===== src/rtl/afr_pkg.sv =====
package afr_pkg;

  typedef enum logic [2:0] {
    ST_IDLE,
    ST_LEAD,
    ST_SHIFT,
    ST_TRAIL,
    ST_GAP
  } afrState_e;

  // strobes from the sequencer to the datapath
  typedef struct packed {
    logic clear;   // start accepted: empty shifter, drop done
    logic shift;   // rising sclk edge: take one miso bit
    logic commit;  // frame closed: publish decoded fields
  } afrStrobe_t;

endpackage


===== src/rtl/afr_ctrl.sv =====
module afr_ctrl
  import afr_pkg::*;
#(
  parameter int DIV_W      = 8,
  parameter int FRAME_BITS = 32
) (
  input  logic             clk,
  input  logic             rstN,
  input  logic             start,
  input  logic [DIV_W-1:0] div,
  output logic             sclk,
  output logic             csN,
  output logic             busy,
  output afrStrobe_t       strobe
);

  localparam int BIT_W = $clog2(FRAME_BITS + 1);
  localparam logic [BIT_W-1:0] LAST_BIT = BIT_W'(FRAME_BITS);

  afrState_e        stateQ, stateD;
  logic [DIV_W-1:0] divQ, divD;
  logic [DIV_W-1:0] halfCntQ, halfCntD;
  logic [BIT_W-1:0] bitCntQ, bitCntD;
  logic             sclkQ, sclkD;
  logic             csQ, csD;
  logic             tick;

  assign tick = (halfCntQ == '0);

  always_comb begin
    stateD   = stateQ;
    divD     = divQ;
    halfCntD = halfCntQ;
    bitCntD  = bitCntQ;
    sclkD    = sclkQ;
    csD      = csQ;
    strobe   = '0;
    if (stateQ != ST_IDLE) begin
      halfCntD = tick ? divQ : halfCntQ - 1'b1;
    end
    unique case (stateQ)
      ST_IDLE: begin
        if (start) begin
          stateD       = ST_LEAD;
          csD          = 1'b0;
          divD         = div;
          halfCntD     = div;
          bitCntD      = '0;
          strobe.clear = 1'b1;
        end
      end
      ST_LEAD: begin
        if (tick) begin
          sclkD        = 1'b1;
          strobe.shift = 1'b1;
          bitCntD      = bitCntQ + 1'b1;
          stateD       = ST_SHIFT;
        end
      end
      ST_SHIFT: begin
        if (tick) begin
          if (sclkQ) begin
            sclkD = 1'b0;
            if (bitCntQ == LAST_BIT) stateD = ST_TRAIL;
          end else begin
            sclkD        = 1'b1;
            strobe.shift = 1'b1;
            bitCntD      = bitCntQ + 1'b1;
          end
        end
      end
      ST_TRAIL: begin
        if (tick) begin
          csD           = 1'b1;
          strobe.commit = 1'b1;
          stateD        = ST_GAP;
        end
      end
      ST_GAP: begin
        if (tick) stateD = ST_IDLE;
      end
      default: stateD = ST_IDLE;
    endcase
  end

  always_ff @(posedge clk or negedge rstN) begin
    if (!rstN) begin
      stateQ   <= ST_IDLE;
      divQ     <= '0;
      halfCntQ <= '0;
      bitCntQ  <= '0;
      sclkQ    <= 1'b0;
      csQ      <= 1'b1;
    end else begin
      stateQ   <= stateD;
      divQ     <= divD;
      halfCntQ <= halfCntD;
      bitCntQ  <= bitCntD;
      sclkQ    <= sclkD;
      csQ      <= csD;
    end
  end

  assign sclk = sclkQ;
  assign csN  = csQ;
  assign busy = (stateQ != ST_IDLE);


  cs_high_sclk_low_chk: assert property (@(posedge clk) disable iff (!rstN)
    csQ |-> !sclkQ);


  cs_fall_on_accept_chk: assert property (@(posedge clk) disable iff (!rstN)
    $fell(csQ) |-> ($past(start) && $past(stateQ) == ST_IDLE));


  busy_start_ignored_chk: assert property (@(posedge clk) disable iff (!rstN)
    (stateQ != ST_IDLE && stateQ != ST_GAP) |=> !$rose(csQ) || $past(stateQ) == ST_TRAIL);


  sclk_moves_in_frame_chk: assert property (@(posedge clk) disable iff (!rstN)
    !$stable(sclkQ) |-> (!csQ && !$past(csQ)));

endmodule


===== src/rtl/afr_datapath.sv =====
module afr_datapath
  import afr_pkg::*;
#(
  parameter int FRAME_BITS = 32,
  parameter int WORD_BITS  = 16,
  parameter int STAT_BITS  = 4
) (
  input  logic                                           clk,
  input  logic                                           rstN,
  input  afrStrobe_t                                     strobe,
  input  logic                                           miso,
  output logic                                           mosi,
  output logic                                           frameValid,
  output logic                                           done,
  output logic [FRAME_BITS/WORD_BITS-1:0][STAT_BITS-1:0] statusW,
  output logic [FRAME_BITS/WORD_BITS-1:0][WORD_BITS-STAT_BITS-1:0] dataW
);

  localparam int NUM_WORDS = FRAME_BITS / WORD_BITS;
  localparam int DATA_BITS = WORD_BITS - STAT_BITS;

  logic [FRAME_BITS-1:0] shiftQ;
  logic [NUM_WORDS-1:0][STAT_BITS-1:0] statusD;
  logic [NUM_WORDS-1:0][DATA_BITS-1:0] dataD;
  logic                  validQ;
  logic                  doneQ;

  // outgoing line only clocks the read: dummy zeros
  assign mosi = 1'b0;

  always_ff @(posedge clk or negedge rstN) begin
    if (!rstN) begin
      shiftQ <= '0;
    end else if (strobe.clear) begin
      shiftQ <= '0;
    end else if (strobe.shift) begin
      shiftQ <= {shiftQ[FRAME_BITS-2:0], miso};
    end
  end

  // word 0 is the first one on the wire, held in the upper bits
  for (genvar w = 0; w < NUM_WORDS; w++) begin : g_word
    localparam int TOP = FRAME_BITS - 1 - w * WORD_BITS;
    logic [WORD_BITS-1:0] word;
    assign word       = shiftQ[TOP -: WORD_BITS];
    assign statusD[w] = word[WORD_BITS-1 -: STAT_BITS];
    assign dataD[w]   = word[DATA_BITS-1:0];

    always_ff @(posedge clk or negedge rstN) begin
      if (!rstN) begin
        statusW[w] <= '0;
        dataW[w]   <= '0;
      end else if (strobe.commit) begin
        statusW[w] <= statusD[w];
        dataW[w]   <= dataD[w];
      end
    end
  end

  always_ff @(posedge clk or negedge rstN) begin
    if (!rstN) begin
      validQ <= 1'b0;
      doneQ  <= 1'b0;
    end else begin
      validQ <= strobe.commit;
      if (strobe.clear)       doneQ <= 1'b0;
      else if (strobe.commit) doneQ <= 1'b1;
    end
  end

  assign frameValid = validQ;
  assign done       = doneQ;


  valid_one_cycle_chk: assert property (@(posedge clk) disable iff (!rstN)
    validQ |=> !validQ);


  done_with_valid_chk: assert property (@(posedge clk) disable iff (!rstN)
    validQ |-> doneQ);


  fields_hold_chk: assert property (@(posedge clk) disable iff (!rstN)
    !strobe.commit |=> ($stable(statusW) && $stable(dataW)));


  shift_gated_chk: assert property (@(posedge clk) disable iff (!rstN)
    (!strobe.shift && !strobe.clear) |=> $stable(shiftQ));

endmodule


===== src/rtl/adc_frame_reader.sv =====
module adc_frame_reader
  import afr_pkg::*;
#(
  parameter int DIV_W      = 8,
  parameter int FRAME_BITS = 32,
  parameter int WORD_BITS  = 16,
  parameter int STAT_BITS  = 4,
  localparam int DATA_BITS = WORD_BITS - STAT_BITS
) (
  input  logic                 clk,
  input  logic                 rstN,
  input  logic                 start,
  input  logic [DIV_W-1:0]     div,
  input  logic                 miso,
  output logic                 sclk,
  output logic                 csN,
  output logic                 mosi,
  output logic                 busy,
  output logic                 frameValid,
  output logic                 done,
  output logic [STAT_BITS-1:0] status0,
  output logic [DATA_BITS-1:0] data0,
  output logic [STAT_BITS-1:0] status1,
  output logic [DATA_BITS-1:0] data1
);

  localparam int NUM_WORDS = FRAME_BITS / WORD_BITS;

  afrStrobe_t strobe;
  logic [NUM_WORDS-1:0][STAT_BITS-1:0] statusW;
  logic [NUM_WORDS-1:0][DATA_BITS-1:0] dataW;

  afr_ctrl #(
    .DIV_W     (DIV_W),
    .FRAME_BITS(FRAME_BITS)
  ) u_ctrl (
    .clk   (clk),
    .rstN  (rstN),
    .start (start),
    .div   (div),
    .sclk  (sclk),
    .csN   (csN),
    .busy  (busy),
    .strobe(strobe)
  );

  afr_datapath #(
    .FRAME_BITS(FRAME_BITS),
    .WORD_BITS (WORD_BITS),
    .STAT_BITS (STAT_BITS)
  ) u_dp (
    .clk       (clk),
    .rstN      (rstN),
    .strobe    (strobe),
    .miso      (miso),
    .mosi      (mosi),
    .frameValid(frameValid),
    .done      (done),
    .statusW   (statusW),
    .dataW     (dataW)
  );

  assign status0 = statusW[0];
  assign data0   = dataW[0];
  assign status1 = statusW[NUM_WORDS-1];
  assign data1   = dataW[NUM_WORDS-1];

endmodule


===== config.mk =====
export PLATFORM = sky130hd
export DESIGN_NAME = adc_frame_reader
export DESIGN_NICKNAME = d
export VERILOG_FILES = /design/src/rtl/afr_pkg.sv /design/src/rtl/afr_ctrl.sv /design/src/rtl/afr_datapath.sv /design/src/rtl/adc_frame_reader.sv
export SDC_FILE = /design/constraint.sdc
export NUM_CORES = 1
export LEC_CHECK = 0
export BUFFER_PORTS_ARGS = -buffer_cell sky130_fd_sc_hd__buf_4
export CAP_MARGIN = 20
export CELL_PAD_IN_SITES_DETAIL_PLACEMENT = 0
export CELL_PAD_IN_SITES_GLOBAL_PLACEMENT = 2
export CORE_MARGIN = 2
export CORE_UTILIZATION = 39
export CTS_CLUSTER_SIZE = 12
export DETAILED_ROUTE_END_ITERATION = 10
export GPL_ROUTABILITY_DRIVEN = 1
export PLACE_DENSITY = 0.81
export SETUP_SLACK_MARGIN = 0.02
export SLEW_MARGIN = 40
export SYNTH_ARGS = -nofsm -noshare
export SYNTH_HDL_FRONTEND = slang
export SYNTH_SLANG_ARGS = --single-unit

===== constraint.sdc =====
create_clock -name clk -period 2.9 [get_ports clk]
set_input_delay 0 -clock clk [delete_from_list [all_inputs] [get_ports clk]]
set_output_delay 0 -clock clk [all_outputs]
set_load 0.005 [all_outputs]

==> results of run 1 <==
==> repair_timing <==
item                                   4_1_cts  5_1_grt
hold buffers                                10        0
endpoints found under the hold margin       60        0
setup buffers                                0        0
==> final cells by class <==
cell class | instances | share of cell area (%)
flip-flops and latches | 93 | 46.0
multi-input cells | 244 | 35.1
repair buffers | 67 | 10.7
well taps | 140 | 3.46
clock buffers | 10 | 2.72
clock inverters | 6 | 1.48
inverters | 7 | 0.519
==> power by group <==
group / leakage, nW / internal [mW] / switching [mW]
Combinational: 0.959 / 0.294 / 0.285
Clock: 0.106 / 0.438 / 0.496
Sequential: 1.25 / 1.45 / 0.187
==> registers in the layout, summed over array words and instances (netlist names) <==
signal           cells
u_ctrl.bitCntQ       6
u_ctrl.csN           1
u_ctrl.divQ          8
u_ctrl.halfCntQ      8
u_ctrl.sclk          1
u_ctrl.stateQ        3
u_dp.dataW          24
u_dp.done            1
u_dp.frameValid      1
u_dp.shiftQ         32
u_dp.statusW         8
==> routing by layer <==
layer  vias up  share of wire (%)
met5         -                  0
met4         0               0.88
met3         7                3.5
met2        46                 44
met1      1410                 52
li1       1413                  -
==> path summary, 6_finish.rpt <==
kind | start | end | cells after the start
max | u_ctrl.halfCntQ[0] | u_dp.dataW[23] | 7
min | start | u_ctrl.halfCntQ[0] | 3
max reg2reg | u_ctrl.halfCntQ[0] | u_dp.dataW[23] | 7
min reg2reg | u_ctrl.divQ[3] | u_ctrl.divQ[3] | 1
max in group asynchronous | rstN | u_dp.dataW[6] | 3
min in group asynchronous | rstN | u_dp.dataW[18] | 2
==> layout by cell type (no fill, tap or decap), types with 4 or more instances in the layout <==
cell	n
a21oi_1	11
buf_4	56
clkbuf_8	10
dfrtp_1	92
dlygate4sd3_1	10
ha_1	4
inv_1	6
mux2_2	16
mux2_4	26
mux2i_1	10
nand2_1	39
nand2b_1	4
nand3_1	35
nor2_1	7
nor3_1	4
o21ai_0	39
o22ai_1	4
==> metrics by stage <==
stage	util [%]	total power [mW]
after floorplan	-	2.08
after global placement	43.8	2.22
after detailed placement	43.8	2.24
after CTS	46.7	3.19
after global routing	46.7	3.35
final	46.7	3.15
==> critical path: stages, from the launching register on <==
cell     delay [ns]
dfrtp_1        0.43
inv_1          0.09
ha_1           0.17
or3b_2         0.55
nor3_4         0.18
and3_4         0.21
buf_4          0.32
mux2_2         0.38
==> cell families (layout without fill, tap and decap cells) <==
kind of cell             after synthesis  after routing  share of synthesized area, %
XOR/XNOR                               5              5                          1.01
flip-flops                            93             93                          53.6
buffers and inverters                 34             90                          5.51
multiplexers                          52             52                          15.5
AO/OA/AOI/OAI                         71             71                          9.80
AND/OR/NAND/NOR                      111            111                          13.3
other                                  1              1                        0.0864
adder cells (fa/ha/maj)                4              4                          1.15
==> run metrics, run 1 <==
status complete, no violations; Hold Path Class in2reg; worst IR drop on VDD 0.000289 V; crit path capture type register; GRT overflow 0; fin crit period between 2 and 2.5 ns; ANT cells 0; Worst-Margin Slew 0.589 ns; Layout area overhead 16.5%; Syn. warnings 0; Core Region 10800 µm²; Crit Path Class reg2reg; CTS H-tree lvls 3; Finished Layout Cells between 500 and 600; Leak Pwr between 2 and 2.5 nW; post-synthesis sequential area ratio 53.6%; met3 global-route usage 3.62%; final count of pins violating max slew 0; post-route setup TNS 0 ns; Max clock buf depth 2; cell taking the most area after synthesis dfrtp_1; routed vias/inst 5.07; vias in the first global route 2726; relative slew slack 60.6%; worst hold slack 0.0906 ns; Cell Pwr Density about 620 nW/µm²; Final period util between 80% and 90%; Yosys cell types 50; most frequent cell after synthesis dfrtp_1; Routed WL 8090 µm; Rows 38; number of vias in the routed layout 2876; FF-to-FF setup slack 0.43 ns; initial antenna violation count 0; synth top area cells dfrtp_1 (53%), mux2_4 (9.0%), o21ai_0 (4.5%); design area 5060 µm²; Worst Path Max Fanout 21; WP data required 3.15 ns; # IOs 50; starting density of the core 40.0%; largest net degree at the start of global routing 67; worst-case clock skew roughly 0.014 ns; post-synth top area share between 50 and 60%; Multi-input gate area 1780 µm²; Post-DP HPWL 5330 µm; Post-Syn Area 4340 µm²; post-CTS sizing 0; Highest Clock Rate 406 MHz; Post-synth top cells dfrtp_1 (92), nand2_1 (40), o21ai_0 (39); Worst-Skew Late Latency approximately 0.36 ns; CTS clk-pin slew, worst paths 0.10 ns; syn avg cell area 11.7 µm²; CP Launch Type register; DP Cell Count 541; grt met1 use 21.4%; max cap viols 0; initial DRC count roughly 150; final setup fails 0; die footprint ~12000 µm²; Layout fillers 1030; Final Hold Viols 0; Place WS 0.428 ns; Die X 109 µm; root buf cell clkbuf_8; global route hottest layer met1; CTS tree done; CTS sink count 93; Die Span Y 109 µm; first-pass GRT wire length 13700 µm; Mapped Nets 387; TritonCTS buffer count 9; Placer Congestion 0.752; total track usage 14.6%; Port Buffers 48; FFs w/ async S/R, synth 100%; flip-flop and latch area 2330 µm²; ys flop type dfrtp_1; drt first pass iters 4; met2 Track Usage GR a little over a fifth; WL/cell 14.3 µm; Final Net Count 438; post-synthesis register bit count 93; Mapped Cells 371; antenna viol nets, final 0; residual DRC count 0; number of flops mapped to enable cells by yosys 0; DP Area 4750 µm²; share of layout cells above drive strength 1 29.3%; RSZ-0062 raised after global routing no; Final WS setup 0.434 ns; CP Data Arrival Time 2.71 ns
Power figures use the tool's default switching activity.
==> run 2: changes to the inputs <==
--- a/config.mk
+++ b/config.mk
@@ -5,16 +5,15 @@
 export SDC_FILE = /design/constraint.sdc
 export NUM_CORES = 1
 export LEC_CHECK = 0
-export BUFFER_PORTS_ARGS = -buffer_cell sky130_fd_sc_hd__buf_4
 export CAP_MARGIN = 20
 export CELL_PAD_IN_SITES_DETAIL_PLACEMENT = 0
 export CELL_PAD_IN_SITES_GLOBAL_PLACEMENT = 2
-export CORE_MARGIN = 2
-export CORE_UTILIZATION = 39
+export CORE_UTILIZATION = 42
 export CTS_CLUSTER_SIZE = 12
 export DETAILED_ROUTE_END_ITERATION = 10
+export DONT_BUFFER_PORTS = 1
 export GPL_ROUTABILITY_DRIVEN = 1
-export PLACE_DENSITY = 0.81
+export PLACE_DENSITY = 0.8
 export SETUP_SLACK_MARGIN = 0.02
 export SLEW_MARGIN = 40
 export SYNTH_ARGS = -nofsm -noshare
==> run 2 against run 1 <==
  * Largest cell class unchanged
  * Final area fell by 6.9%
  * Wire length shrank 0.25%
  * Combinational power shrank 3%
  * Worst hold slack better by 0.070 ns
  * Power decreased by 2.8%
  * Worst setup slack worse by 0.085 ns
==> run metrics, run 2 (synthesized netlist as in run 1, its figures left out) <==
number of vias in the routed layout 2721 (-5.4%); Final period util 88.0% (+2.9 points); Crit Path Class reg2reg; Cell Pwr Density 650 nW/µm² (+4.4%); Die X 104 µm (-5.3%); Worst-Margin Slew 0.611 ns (+0.0212 ns); CTS tree done; Crit path largest cell delay 0.56 ns (about the same); Final Hold Viols 0 (unchanged); crit path buf inv count 2 (unchanged); share of layout cells above drive strength 1 19.3% (-10 points); Worst-Skew Late Latency 0.36 ns (about the same); WL/cell 15.8 µm (+11%); final setup fails 0 (unchanged); FF-to-FF setup slack 0.35 ns (-0.09 ns); CP top delay family simple AND/OR/NAND/NOR gates; Layout fillers 930 (-9.7%); GRT overflow 0 (unchanged); vias in the first global route 2736 (+0.37%); post-route setup TNS 0 ns (unchanged); relative slew slack 59.1% (-1.4 points); first-pass GRT wire length 14000 µm (+1.7%); max cap viols 0 (unchanged); ANT cells 0 (unchanged); Worst Path Max Fanout 14 (-33%); Port Buffers 0 (-100%); Rows 36 (-5.3%); most frequent cells in the layout dfrtp_1 (92), nand2_1 (39), o21ai_0 (39); Die Span Y 104 µm (-5.3%); biggest regs u_dp.shiftQ: 32 flops, u_dp.dataW: 24 flops; commonest non-fill, non-tap cell in the layout dfrtp_1; Post-DP HPWL 4980 µm (-6.5%); CTS clk-pin slew, worst paths 0.09 ns (about the same); Final WS setup 0.349 ns (-0.0854 ns); Worst path slowest cell or3b_2; die footprint 10700 µm² (-10%); worst IR drop on VDD 0.000436 V (+51%); residual DRC count 0 (unchanged); Post CTS Setup Buffer Count 0 (unchanged); crit path capture type register; utilization after layout 47.5% (+0.85 points); worst-case clock skew 0.0118 ns (-0.00252 ns); Place WS 0.354 ns (-0.0739 ns); root buf cell clkbuf_8; starting density of the core 43.8% (+3.8 points); TritonCTS buffer count 9 (unchanged); overall power 3.06 mW (-2.8%); CTS H-tree lvls 3 (unchanged); initial antenna violation count 0 (unchanged); largest net degree at the start of global routing 94 (+40%); CP Cell Sequence inv_1, ha_1, or3b_2, nor3_4, and3_4, buf_4, mux2_2; largest reg by FF count u_dp.shiftQ; RSZ-0062 raised after global routing no; fin crit period 2.55 ns (+0.0854 ns); Core Region 9910 µm² (-8.6%); worst hold slack 0.161 ns (+0.0701 ns); Leak Pwr 2.07 nW (-11%); Routed WL 8070 µm (-0.25%); drt first pass iters 4 (unchanged); Highest Clock Rate 392 MHz (-3.3%); initial DRC count 159 (+9.7%); WP data required 3.15 ns (about the same); CP Data Arrival Time 2.80 ns (+0.09 ns); CTS sink count 93 (unchanged); CP Launch Type register; number of flip-flops in the largest register 32 (unchanged); # IOs 50 (unchanged); routed vias/inst 5.32 (+5.0%); antenna viol nets, final 0 (unchanged); final count of pins violating max slew 0 (unchanged); Placer Congestion 0.761 (+1.2%); Hold Path Class in2reg; Final Net Count 389 (-11%); total track usage 16.2% (+1.5 points); Layout area overhead 8.48%; Max clock buf depth 2 (unchanged); status complete, no violations
-- run 2: cell count changes in the layout (fill, tap and decap cells not counted), sizes merged --
cell         change
buf             -50
inv              -3
clkinv           +2
clkbuf           +1
dlygate4sd3      +1
-- run 2: path summary, 6_finish.rpt --
check | startpoint | endpoint | depth (start not counted)
setup / recovery | u_ctrl.halfCntQ[0] | u_dp.dataW[11] | 7
hold / removal | start | u_ctrl.bitCntQ[4] | 4
setup reg to reg | u_ctrl.halfCntQ[0] | u_dp.dataW[11] | 7
hold reg to reg | u_ctrl.divQ[3] | u_ctrl.divQ[3] | 1
max in group asynchronous | rstN | u_ctrl.csN | 2
min in group asynchronous | rstN | u_dp.shiftQ[0] | 2
-- run 2: through the flow --
step,area [µm²],std cells
6_report,4710,511
5_1_grt,4710,511
4_1_cts,4710,511
3_5_place_dp,4380,483
3_3_place_gp,4380,483
2_1_floorplan,4340,371
-- run 2: layout make-up --
class | instances | area, µm² | share of cell area [%]
Clock inverter | 5 | 60.1 | 1.28
Sequential cell | 93 | 2330 | 49.5
Multi-Input combinational cell | 244 | 1780 | 37.7
Inverter | 7 | 26.3 | 0.558
Tap cell | 133 | 166 | 3.53
Timing Repair Buffer | 18 | 220 | 4.68
Clock buffer | 11 | 131 | 2.79
-- run 2: power by group --
group | internal (mW) | switching [mW] | leakage, nW
Clock | 0.403 | 0.454 | 0.0939
Sequential | 1.45 | 0.193 | 1.25
Combinational | 0.277 | 0.283 | 0.718
-- run 2: metal layers --
layer | vias to the layer above | GRT usage [%] | routed length, µm | share of wire, %
met5 | - | 0 | 0 | 0
met4 | 0 | 7.86 | 168 | 2.1
met3 | 15 | 3.96 | 368 | 4.6
met2 | 54 | 24.6 | 3630 | 45
met1 | 1342 | 21.6 | 3910 | 48
li1 | 1310 | - | - | -
-- run 2: tightest hold or removal path, stage by stage --
cell and delay, ns:
nor2_1 0.07, o21a_1 0.22, or4_1 0.14, a21boi_1 0.05
-- run 2: what timing repair did --
| action | CTS | global route |
|---|---|---|
| hold buffers | 12 | 0 |
| endpoints found under the hold margin | 111 | 0 |
| resized for setup | 0 | 0 |
==> run 3: changes to the inputs <==
--- a/config.mk
+++ b/config.mk
@@ -13,7 +13,7 @@
 export DETAILED_ROUTE_END_ITERATION = 10
 export DONT_BUFFER_PORTS = 1
 export GPL_ROUTABILITY_DRIVEN = 1
-export PLACE_DENSITY = 0.8
+export PLACE_DENSITY = 0.89
 export SETUP_SLACK_MARGIN = 0.02
 export SLEW_MARGIN = 40
 export SYNTH_ARGS = -nofsm -noshare
==> run 3 against run 2 <==
  * Largest cell class unchanged
  * Clock power grew 9.0%
  * Clock-buffer cell count down 2
  * Largest power group unchanged
  * Cell count increased by 0.20%
==> run metrics, run 3 (synthesized netlist as in run 1, its figures left out) <==
status complete, no violations; Layout area overhead 9.20%; Routed WL 8050 µm (-0.26%); ANT cells 0 (unchanged); worst IR drop on VDD 0.000451 V (+3.3%); first-pass GRT wire length 14200 µm (+1.3%); root buf cell clkbuf_8; largest reg by FF count u_dp.shiftQ; commonest non-fill, non-tap cell in the layout dfrtp_1; crit path capture type register; number of flip-flops in the largest register 32 (unchanged); die footprint 10700 µm² (unchanged); number of vias in the routed layout 2694 (-0.99%); CTS tree done; CTS clk-pin slew, worst paths 0.10 ns (about the same); Worst Path Max Fanout 22 (+8); WL/cell 15.7 µm (-0.45%); CTS sink count 93 (unchanged); # IOs 50 (unchanged); Crit Path Class reg2reg; Highest Clock Rate 397 MHz (+1.3%); Max clock buf depth 2 (unchanged); CP Launch Type register; Placer Congestion 0.815 (+7.0%); Worst-Margin Slew 0.572 ns (-0.0382 ns); RSZ-0062 raised after global routing no; Worst-Skew Late Latency 0.35 ns (about the same); antenna viol nets, final 0 (unchanged); Final period util 86.8% (-1.2 points); routed vias/inst 5.26 (-1.2%); total track usage 16.3% (+0.088 points); Post CTS Setup Buffer Count 0 (unchanged); initial DRC count 138 (-13%); hold buffers post-CTS 12 (unchanged); largest net degree at the start of global routing 94 (unchanged); Hold Path Class in2reg; Final Hold Viols 0 (unchanged); Rows 36 (unchanged); Port Buffers 0 (unchanged); share of layout cells above drive strength 1 20.1% (+0.74 points); initial antenna violation count 0 (unchanged); TritonCTS buffer count 9 (unchanged); most frequent cells in the layout dfrtp_1 (92), nand2_1 (39), o21ai_0 (39); drt first pass iters 4 (unchanged); biggest regs u_dp.shiftQ: 32 flops, u_dp.dataW: 24 flops; final setup fails 0 (unchanged); GRT overflow 0 (unchanged); CP Data Arrival Time 2.75 ns (-0.05 ns); starting density of the core 43.8% (unchanged); worst-case clock skew 0.0122 ns (+0.000397 ns); WP data required 3.14 ns (about the same); worst hold slack 0.0733 ns (-0.0874 ns); Final Net Count 390 (+0.26%); post-route setup TNS 0 ns (unchanged); final count of pins violating max slew 0 (unchanged); Core Region 9910 µm² (unchanged); post-CTS sizing 0 (unchanged); Post-DP HPWL 5010 µm (+0.47%); Die Span Y 104 µm (unchanged); Leak Pwr 2.08 nW (+0.78%); fin crit period 2.52 ns (-0.0336 ns); relative slew slack 61.7% (+2.6 points); Die X 104 µm (unchanged); residual DRC count 0 (unchanged); vias in the first global route 2681 (-2.0%); Cell Pwr Density 664 nW/µm² (+2.0%); max cap viols 0 (unchanged); CTS H-tree lvls 3 (unchanged)
[run 3: cell types whose count changed in the layout (fill, tap and decap cells not counted)]
cell      before  now
buf_4          3    4
clkinv_2       1    0
clkbuf_1       2    0
clkinv_8       0    1
inv_6          1    2
inv_8          0    1
[run 3: per-stage QoR]
step | total power [mW] | utilization (%) | cells | area (µm²) | worst slack, ns
2_1_floorplan | 2.08 | - | 371 | 4340 | 0.706
3_3_place_gp | 2.17 | 44.3 | 484 | 4390 | 0.432
3_5_place_dp | 2.19 | 44.3 | 484 | 4390 | 0.396
4_1_cts | 3.17 | 47.8 | 512 | 4740 | 0.380
5_1_grt | 3.35 | 47.8 | 512 | 4740 | 0.267
6_report | 3.15 | 47.8 | 512 | 4740 | 0.382
[run 3: area by class of cell]
class / count / area (µm²)
Clock inverter: 7 / 91.3
Sequential cell: 93 / 2330
Inverter: 7 / 26.3
Fill cell: 913 / 5170
Multi-Input combinational cell: 244 / 1780
Timing Repair Buffer: 19 / 228
Tap cell: 133 / 166
Clock buffer: 9 / 124
[run 3: worst paths after layout]
kind                       slack, ns  depth (start not counted)          startpoint             end
min reg2reg                     0.51                          1      u_ctrl.divQ[3]  u_ctrl.divQ[3]
max                             0.38                          7  u_ctrl.halfCntQ[0]  u_dp.dataW[11]
max in group asynchronous       2.28                          2                rstN      u_ctrl.csN
min in group asynchronous       0.22                          2                rstN  u_dp.shiftQ[1]
max reg2reg                     0.38                          7  u_ctrl.halfCntQ[0]  u_dp.dataW[11]
min                             0.07                          2               start       u_dp.done
[run 3: per-layer routing]
metal | global-route usage [%] | vias up | routed length [µm] | part of all wire, %
li1 | - | 1306 | - | -
met1 | 22.8 | 1335 | 3880 | 48
met2 | 24.6 | 48 | 3710 | 46
met3 | 5.10 | 5 | 416 | 5.2
met4 | 3.67 | 0 | 44 | 0.55
met5 | 0 | - | 0 | 0
[run 3: critical path, stage by stage (launching register included)]
cell	delay, ns
dfrtp_1	0.42
inv_1	0.09
ha_1	0.17
or3b_2	0.56
nor3_4	0.18
and3_4	0.37
buf_12	0.24
mux2_2	0.35
[run 3: where the power goes]
| group | switching, mW | total [mW] | internal (mW) |
|---|---|---|---|
| Combinational | 0.296 | 0.582 | 0.286 |
| Clock | 0.514 | 0.934 | 0.420 |
| Sequential | 0.177 | 1.63 | 1.45 |
| Total | 0.988 | 3.15 | 2.16 |
